<file path="config.mk">
export PLATFORM = sky130hd
export DESIGN_NAME = gray_path_seq
export DESIGN_NICKNAME = d
export VERILOG_FILES = /design/src/rtl/gray_path_pkg.sv /design/src/rtl/gp_binary_to_gray.sv /design/src/rtl/gp_lowest_set.sv /design/src/rtl/gp_rotate_left.sv /design/src/rtl/gp_walk_ctrl.sv /design/src/rtl/gray_path_seq.sv
export SDC_FILE = /design/constraint.sdc
export NUM_CORES = 1
export LEC_CHECK = 0
export CORE_UTILIZATION = 30
export DETAILED_ROUTE_END_ITERATION = 8
export PLACE_DENSITY = 0.47
export SYNTH_ARGS = -nofsm -noshare
export SYNTH_HDL_FRONTEND = slang
export SYNTH_SLANG_ARGS = --single-unit
</file>
<file path="constraint.sdc">
create_clock -name clk_i -period 2.95 [get_ports clk_i]
set_clock_uncertainty 0.1 [all_clocks]
set_input_delay 0.59 -clock clk_i [delete_from_list [all_inputs] [get_ports clk_i]]
set_output_delay 0.59 -clock clk_i [all_outputs]
set_load 0.02 [all_outputs]
</file>
<file path="src/rtl/gray_path_pkg.sv">
package gray_path_pkg;

    typedef enum logic [1:0] {
        WALK_IDLE = 2'd0,
        WALK_RUN  = 2'd1,
        WALK_LAST = 2'd2
    } walk_state_e;

endpackage

</file>
<file path="src/rtl/gp_binary_to_gray.sv">
module gp_binary_to_gray #(
    parameter int W = 5
) (
    input  logic [W-1:0] bin_i,
    output logic [W-1:0] gray_o
);
    // Reflected code word for a linear index
    assign gray_o = bin_i ^ (bin_i >> 1);
endmodule

</file>
<file path="src/rtl/gp_lowest_set.sv">
module gp_lowest_set #(
    parameter int W = 5
) (
    input  logic [W-1:0] bin_i,
    output logic [W-1:0] onehot_o
);
    // Going from k-1 to k in the reflected code flips the bit at k's lowest one
    assign onehot_o = bin_i & (~bin_i + W'(1));
endmodule

</file>
<file path="src/rtl/gp_rotate_left.sv">
module gp_rotate_left #(
    parameter int W  = 5,
    parameter int SW = $clog2(W)
) (
    input  logic [W-1:0]  data_i,
    input  logic [SW-1:0] amt_i,
    output logic [W-1:0]  data_o
);
    logic [W-1:0] opt [W];

    for (genvar s = 0; s < W; s++) begin : g_rot
        logic [2*W-1:0] dbl;
        assign dbl    = {data_i, data_i} << s;
        assign opt[s] = dbl[2*W-1:W];
    end

    always_comb begin
        data_o = opt[0];
        for (int s = 1; s < W; s++) begin
            if (amt_i == SW'(s)) begin
                data_o = opt[s];
            end
        end
    end
endmodule

</file>
<file path="src/rtl/gp_walk_ctrl.sv">
module gp_walk_ctrl
    import gray_path_pkg::*;
#(
    parameter int DIM = 5,
    parameter int PW  = $clog2(DIM)
) (
    input  logic          clk_i,
    input  logic          rst_ni,
    input  logic          start_i,
    input  logic [PW-1:0] path_i,
    input  logic          step_i,
    output walk_state_e   state_o,
    output logic [DIM-1:0] cnt_o,
    output logic [PW-1:0] path_o,
    output logic          stepped_o
);
    localparam int unsigned   ENTRIES = 1 << DIM;
    localparam logic [DIM-1:0] PENULT = DIM'(ENTRIES - 2);
    localparam logic [PW:0]   DIM_W   = (PW+1)'(DIM);

    typedef struct packed {
        walk_state_e    state;
        logic [DIM-1:0] cnt;
        logic [PW-1:0]  path;
        logic           stepped;
    } walk_t;

    walk_t cur_q, nxt_d;
    logic [PW-1:0] path_fold;

    always_comb begin
        if ({1'b0, path_i} >= DIM_W) begin
            path_fold = path_i - DIM_W[PW-1:0];
        end else begin
            path_fold = path_i;
        end
    end

    always_comb begin
        nxt_d         = cur_q;
        nxt_d.stepped = 1'b0;
        unique case (cur_q.state)
            WALK_IDLE: begin
                if (start_i) begin
                    nxt_d.state = WALK_RUN;
                    nxt_d.cnt   = '0;
                    nxt_d.path  = path_fold;
                end
            end
            WALK_RUN: begin
                if (step_i) begin
                    nxt_d.cnt     = cur_q.cnt + DIM'(1);
                    nxt_d.stepped = 1'b1;
                    if (cur_q.cnt == PENULT) begin
                        nxt_d.state = WALK_LAST;
                    end
                end
            end
            WALK_LAST: begin
                nxt_d.state = WALK_IDLE;
            end
            default: begin
                nxt_d.state = WALK_IDLE;
            end
        endcase
    end

    always_ff @(posedge clk_i or negedge rst_ni) begin
        if (!rst_ni) begin
            cur_q <= '{WALK_IDLE, '0, '0, 1'b0};
        end else begin
            cur_q <= nxt_d;
        end
    end

    assign state_o   = cur_q.state;
    assign cnt_o     = cur_q.cnt;
    assign path_o    = cur_q.path;
    assign stepped_o = cur_q.stepped;
endmodule

</file>
<file path="src/rtl/gray_path_seq.sv">
module gray_path_seq
    import gray_path_pkg::*;
#(
    parameter int DIM = 5,
    localparam int PW = $clog2(DIM)
) (
    input  logic           clk_i,
    input  logic           rst_ni,
    input  logic           start_i,
    input  logic [PW-1:0]  path_i,
    input  logic           step_i,
    output logic           busy_o,
    output logic [DIM-1:0] addr_o,
    output logic [DIM-1:0] flip_o,
    output logic           last_o
);
    walk_state_e    state_q;
    logic [DIM-1:0] cnt_q;
    logic [PW-1:0]  path_q;
    logic           stepped_q;
    logic [DIM-1:0] gray_w;
    logic [DIM-1:0] low_w;
    logic [DIM-1:0] flip_rot;

    gp_walk_ctrl #(.DIM(DIM), .PW(PW)) u_ctrl (
        .clk_i     (clk_i),
        .rst_ni    (rst_ni),
        .start_i   (start_i),
        .path_i    (path_i),
        .step_i    (step_i),
        .state_o   (state_q),
        .cnt_o     (cnt_q),
        .path_o    (path_q),
        .stepped_o (stepped_q)
    );

    gp_binary_to_gray #(.W(DIM)) u_gray (
        .bin_i  (cnt_q),
        .gray_o (gray_w)
    );

    gp_rotate_left #(.W(DIM), .SW(PW)) u_rot_addr (
        .data_i (gray_w),
        .amt_i  (path_q),
        .data_o (addr_o)
    );

    gp_lowest_set #(.W(DIM)) u_low (
        .bin_i    (cnt_q),
        .onehot_o (low_w)
    );

    gp_rotate_left #(.W(DIM), .SW(PW)) u_rot_flip (
        .data_i (low_w),
        .amt_i  (path_q),
        .data_o (flip_rot)
    );

    assign flip_o = stepped_q ? flip_rot : '0;
    assign busy_o = (state_q != WALK_IDLE);
    assign last_o = (state_q == WALK_LAST);
endmodule

</file>
Yosys cells after proc, flatten, opt, wreduce, memory -nomap -nowiden
Index checks and enable logic that the tools add are counted.
Cells by class
  $add $sub $neg: 3
  magnitude comparators: 1
  eq/ne operators: 10
  mux-type cells: 17
  bitwise operators: 3
  reductions and logical operators: 6
Operators by type and width (count)
  $mux 5: 9
  $add 5x1->5 const B: 2
  $mux 10: 1
  $pmux 5 s2: 1
  $mux 7: 1
  $eq 3x2->1 const B: 2
  $reduce_and 3->1: 2
  $and 5x5->5: 1
  $eq 5x5->1 const B: 1
  $not 5->5: 1
  $xor 5x4->5: 1
  $ne 2x2->1 const B: 2
  $pmux 2 s2: 1
  $reduce_bool 2->1: 2
  $eq 3x1->1 const B: 1
  $eq 3x3->1 const B: 1
  $ge 3x3->1 const B: 1
  $mux 3: 1
  $sub 3x3->3 const B: 1
  $eq 2x1->1 const B: 1
  $eq 2x2->1 const B: 1
  $logic_not 2->1: 1
  $mux 1: 2
  $mux 2: 1
  2 further kinds: 2
Word-level totals
  register bits after elaboration: 11
  input bits: 7
  output and inout port bits: 12
  logic and storage cells: 44

Longest topological paths before layout
  depth in word-level cells: 8
  gate-level depth with buffers: 7

By module
Synthesis repeated with hierarchy kept, for this count alone.
Unflattened totals
  cell total of the unflattened synthesis: 164
  area, all modules: 1442.6 sq um
By module, submodules not included
  gp_walk_ctrl: times used 1, cells an instance 54, area each 573.0 sq um
  gp_rotate_left at u_rot_flip: times used 1, cells an instance 42, area each 374.1 sq um
  gp_rotate_left at u_rot_addr: times used 1, cells an instance 50, area each 354.1 sq um
  gp_lowest_set: times used 1, cells an instance 6, area each 55.1 sq um
  gray_path_seq: times used 1, cells an instance 7, area each 43.8 sq um
  gp_binary_to_gray: times used 1, cells an instance 5, area each 42.5 sq um

Least setup slack after synthesis
No wires, ideal clock.
  kind: register to output
  from: register u_ctrl.cur_q, in the netlist u_ctrl.cnt_o[0]
  to: output port addr_o[4]
  arrival time: 1.877 ns
  data required time: 2.260 ns
  path slack: 0.383 ns
  cell stages (with the launch flop): 7
  cell sequence: dfrtp_1 -> inv_1 -> ha_1 -> nor2_1 -> a221oi_1 -> a21oi_1 -> a311oi_1
On the way
  word-level cells in the longest chain between the ends: 2
Ends and longest elaborated chain
  start: declaration: line gp_walk_ctrl.sv:28  | walk_t cur_q, nxt_d;
  start signal: assignment: line gp_walk_ctrl.sv:70  | cur_q <= '{WALK_IDLE, '0, '0, 1'b0};
  start signal: assignment: line gp_walk_ctrl.sv:72  | cur_q <= nxt_d;
  $xor 5x4->5: line gp_binary_to_gray.sv:8  | assign gray_o = bin_i ^ (bin_i >> 1);
  $mux 5: line gp_rotate_left.sv:20  | if (amt_i == SW'(s)) begin
  end: declaration: line gray_path_seq.sv:13  | output logic [DIM-1:0] addr_o,
No other way between the ends.

Final worst setup path
  from: register u_ctrl.cur_q, in the netlist u_ctrl.cnt_o[0]
  to: output port addr_o[3]
On the way
  word-level cells in the longest chain between the ends: 3
Ends and longest elaborated chain (line)
  $xor 5x4->5: gp_binary_to_gray.sv:8
  $mux 5 (2 in series): gp_rotate_left.sv:20
No other way between the ends.

==> metrics.md <==
| Metric | Value |
|---|---|
| Status | completed |
| Row cnt | 23 |
| DRT Pass-1 Iters | 4 |
| DR iter-0 viols | 81 |
| Pre-CTS setup slack | 0.151 ns |
| Worst r2r src | u_ctrl.state_o[0] |
| Non-filler cells, final | 242 |
| GRT Total Usage | 0.178 |
| Reg clk slew, reported paths | 0.05 ns |
| Die width | 68.0 µm |
| Worst Setup Path Type | register to primary output |
| Detailed-route via count | 1338 |
| Number of buffers created by CTS | 3 |
| CTS root buf | clkbuf_8 |
| FF-to-FF End | u_ctrl.cnt_o[0] |
| Core area | 4090 µm² |
| Grt total ovfl | 0 |
| HP Start | u_ctrl.state_o[1] |
| TritonCTS clock tree | yes |
| Clock buffer depth | 2 |
| CTS Sinks | 11 |
| P&R area growth vs syn | 25.3% |
| # diodes | 0 |
| Mapped Cells | 170 |
| H-tree depth | 1 |
| Power Density | 1240 nW/µm² |
| Synthesized area | 1310 µm² |
| Most common cell after layout, fill and taps aside | nor2_1 |
| Worst setup margin | 0.181 ns |
| Final Setup Violations | 0 |
| Hold Path Sink | u_ctrl.state_o[0] |
| Initial Util | 0.320 |
| Sequential fraction of the synthesis area | 0.211 |
| Post-route DRC | 0 |
| First-pass GRT wire length | 6.22 mm |
| Dpl hpwl | 2.71 mm |
| Post-DRT Antenna Nets | 0 |
| Fillcell total | 415 |
| Maxcap violations | 0 |
| Maximum fanout along the worst path | 6 |
| Unrepaired setup endpoints after global routing | false |
| Reg-to-reg slack, setup | 1.44 ns |
| R2R depth | 4 |
| Die height | 68.0 µm |
| Pleak | 0.766 nW |
| Final-report hold violation count | 0 |
| Initial antenna violation count | 0 |
| Critical path data required time | 2.26 ns |
| Tcrit/Tclk final | 0.939 |
| Worst Hold Depth | 1 |
| Clock insertion delay at the later pin of the skew report | 0.23 ns |
| Vias in the first global route | 1302 |
| Yosys warns | 0 |
| Post-synthesis cell type count | 48 |
| Largest net degree at the start of global routing | 18 |
| Relative slew margins | 0.672 |
| Dominant register cell in the synthesized netlist | dfrtp_1 |
| Fin crit period | 2.77 ns |
| Die area | 4630 µm² |
| Avg Cell Area, Syn | 7.69 µm² |
| FFs w/ async S/R, synth | 1.00 |
| Most frequent cells in the layout | 16 x nor2_1, 13 x a21oi_1, 13 x o21ai_0, 13 x buf_4, 12 x nand2_1 |
| Total negative setup slack | 0 ns |
| Min Hold Slack | 0.391 ns |
| Seq cells post-synth | 11 |
| Placed insts | 236 |
| Post-Syn Nets | 186 |
| Hold crit path type | register to register |
| Port Buffers | 18 |
| Max Freq | 0.361 GHz |
| Layout Nets | 209 |
| Final Max Slew Viols | 0 |
| Critical Path End Type | primary output |
| Slew @ Worst Pin | 0.490 ns |
| IO Pins | 19 |
| CP startpoint kind | register |
| Total routed wirelength | 3.58 mm |
| Ratio of cells with drive above 1 in the final layout | 0.151 |
| Routed vias/inst | 5.53 |
| VDD IR max | 0.418 mV |
| Arr. time, crit path | 2.08 ns |
| Avg WL per Cell | 14.8 µm |
| GP Congestion | 0.831 |
| Post-synth EDFFs | 0 |
-- Yosys cell counts (3+ instances only) --
cell	instances	area, µm²
nand3_1	4	20.0
a21oi_1	13	65.1
a211oi_1	3	22.5
nor3_1	3	15.0
ha_1	9	113
and3b_1	3	26.3
inv_1	11	41.3
mux2i_1	3	30.0
o21ai_0	13	65.1
xnor2_1	5	43.8
nor2_1	16	60.1
buf_2	9	45.0
o221ai_1	5	43.8
nor2b_1	7	43.8
nand2_1	12	45.0
dfrtp_1	11	275
a31oi_1	4	25.0
-- routing by layer --
layer  wire length, µm  GRT usage  vias up
met5                 0          0        -
met4                65     0.0651        0
met3               183     0.0333       10
met2              1680      0.292       46
met1              1650      0.229      613
li1                  -          -      669
-- through the flow --
step	total power, mW	util	area (µm²)
final	2.03	0.401	1640
after global routing	2.24	0.401	1640
after CTS	2.01	0.391	1600
after detailed placement	1.90	0.381	1560
after global placement	1.91	0.381	1560
after floorplan	1.38	-	1310
-- cells by family (layout without fill, tap and decap cells) --
| family | count (synthesis) | after routing | synth area share |
|---|---|---|---|
| AND/OR/NAND/NOR | 59 | 59 | 0.245 |
| AO/OA/AOI/OAI | 58 | 58 | 0.303 |
| buffers and inverters | 24 | 46 | 0.0899 |
| flip-flops | 11 | 11 | 0.211 |
| adder cells (fa/ha/maj) | 9 | 9 | 0.0861 |
| XOR/XNOR | 5 | 5 | 0.0335 |
| multiplexers | 4 | 4 | 0.0316 |
-- sequential cells by signal, indices dropped and copies added, names as in the netlist --
| register | flops |
|---|---|
| u_ctrl.cnt_o | 5 |
| u_ctrl.path_o | 3 |
| u_ctrl.state_o | 2 |
| u_ctrl.stepped_o | 1 |
-- power by group --
group          internal (mW)  switching (mW)  total, mW
Clock                 0.0948          0.0550      0.150
Combinational          0.699           0.876       1.58
Sequential             0.210          0.0977      0.308
Total                   1.00            1.03       2.03
-- worst max-delay path, stage by stage (launching register included) --
cell and delay [ns]:
dfrtp_1 0.37, inv_1 0.14, ha_1 0.27, buf_4 0.16, mux2i_1 0.20, a21oi_1 0.10
o221ai_1 0.17, o21ai_0 0.11, dlygate4sd2_1 0.33
-- repair_timing --
item                       CTS  global route
setup endpoints to repair    8             7
hold buffers                 0             0
resized for setup            6            10
setup buffers                0             2
-- worst max-delay path by stage --
stage / startpoint / to / slack, ns / depth (start not counted)
2_1_floorplan: u_ctrl.cnt_o[0] / addr_o[4] / 0.38 / 6
3_3_place_gp: u_ctrl.path_o[0] / flip_o[3] / 0.15 / 6
3_5_place_dp: u_ctrl.cnt_o[1] / addr_o[4] / 0.15 / 7
4_1_cts: u_ctrl.path_o[2] / flip_o[0] / 0.003 / 6
5_1_grt: u_ctrl.cnt_o[0] / addr_o[3] / 0.02 / 8
6_report: u_ctrl.cnt_o[0] / addr_o[3] / 0.18 / 8
-- cell type report --
cell class | instances | area (µm²) | area share
Multi-Input combinational cell | 135 | 922 | 0.563
Timing Repair Buffer | 31 | 288 | 0.176
Sequential cell | 11 | 279 | 0.170
Tap cell | 50 | 62.6 | 0.0382
Clock buffer | 4 | 45.0 | 0.0275
Inverter | 11 | 41.3 | 0.0252
Power figures use the tool's default switching activity.
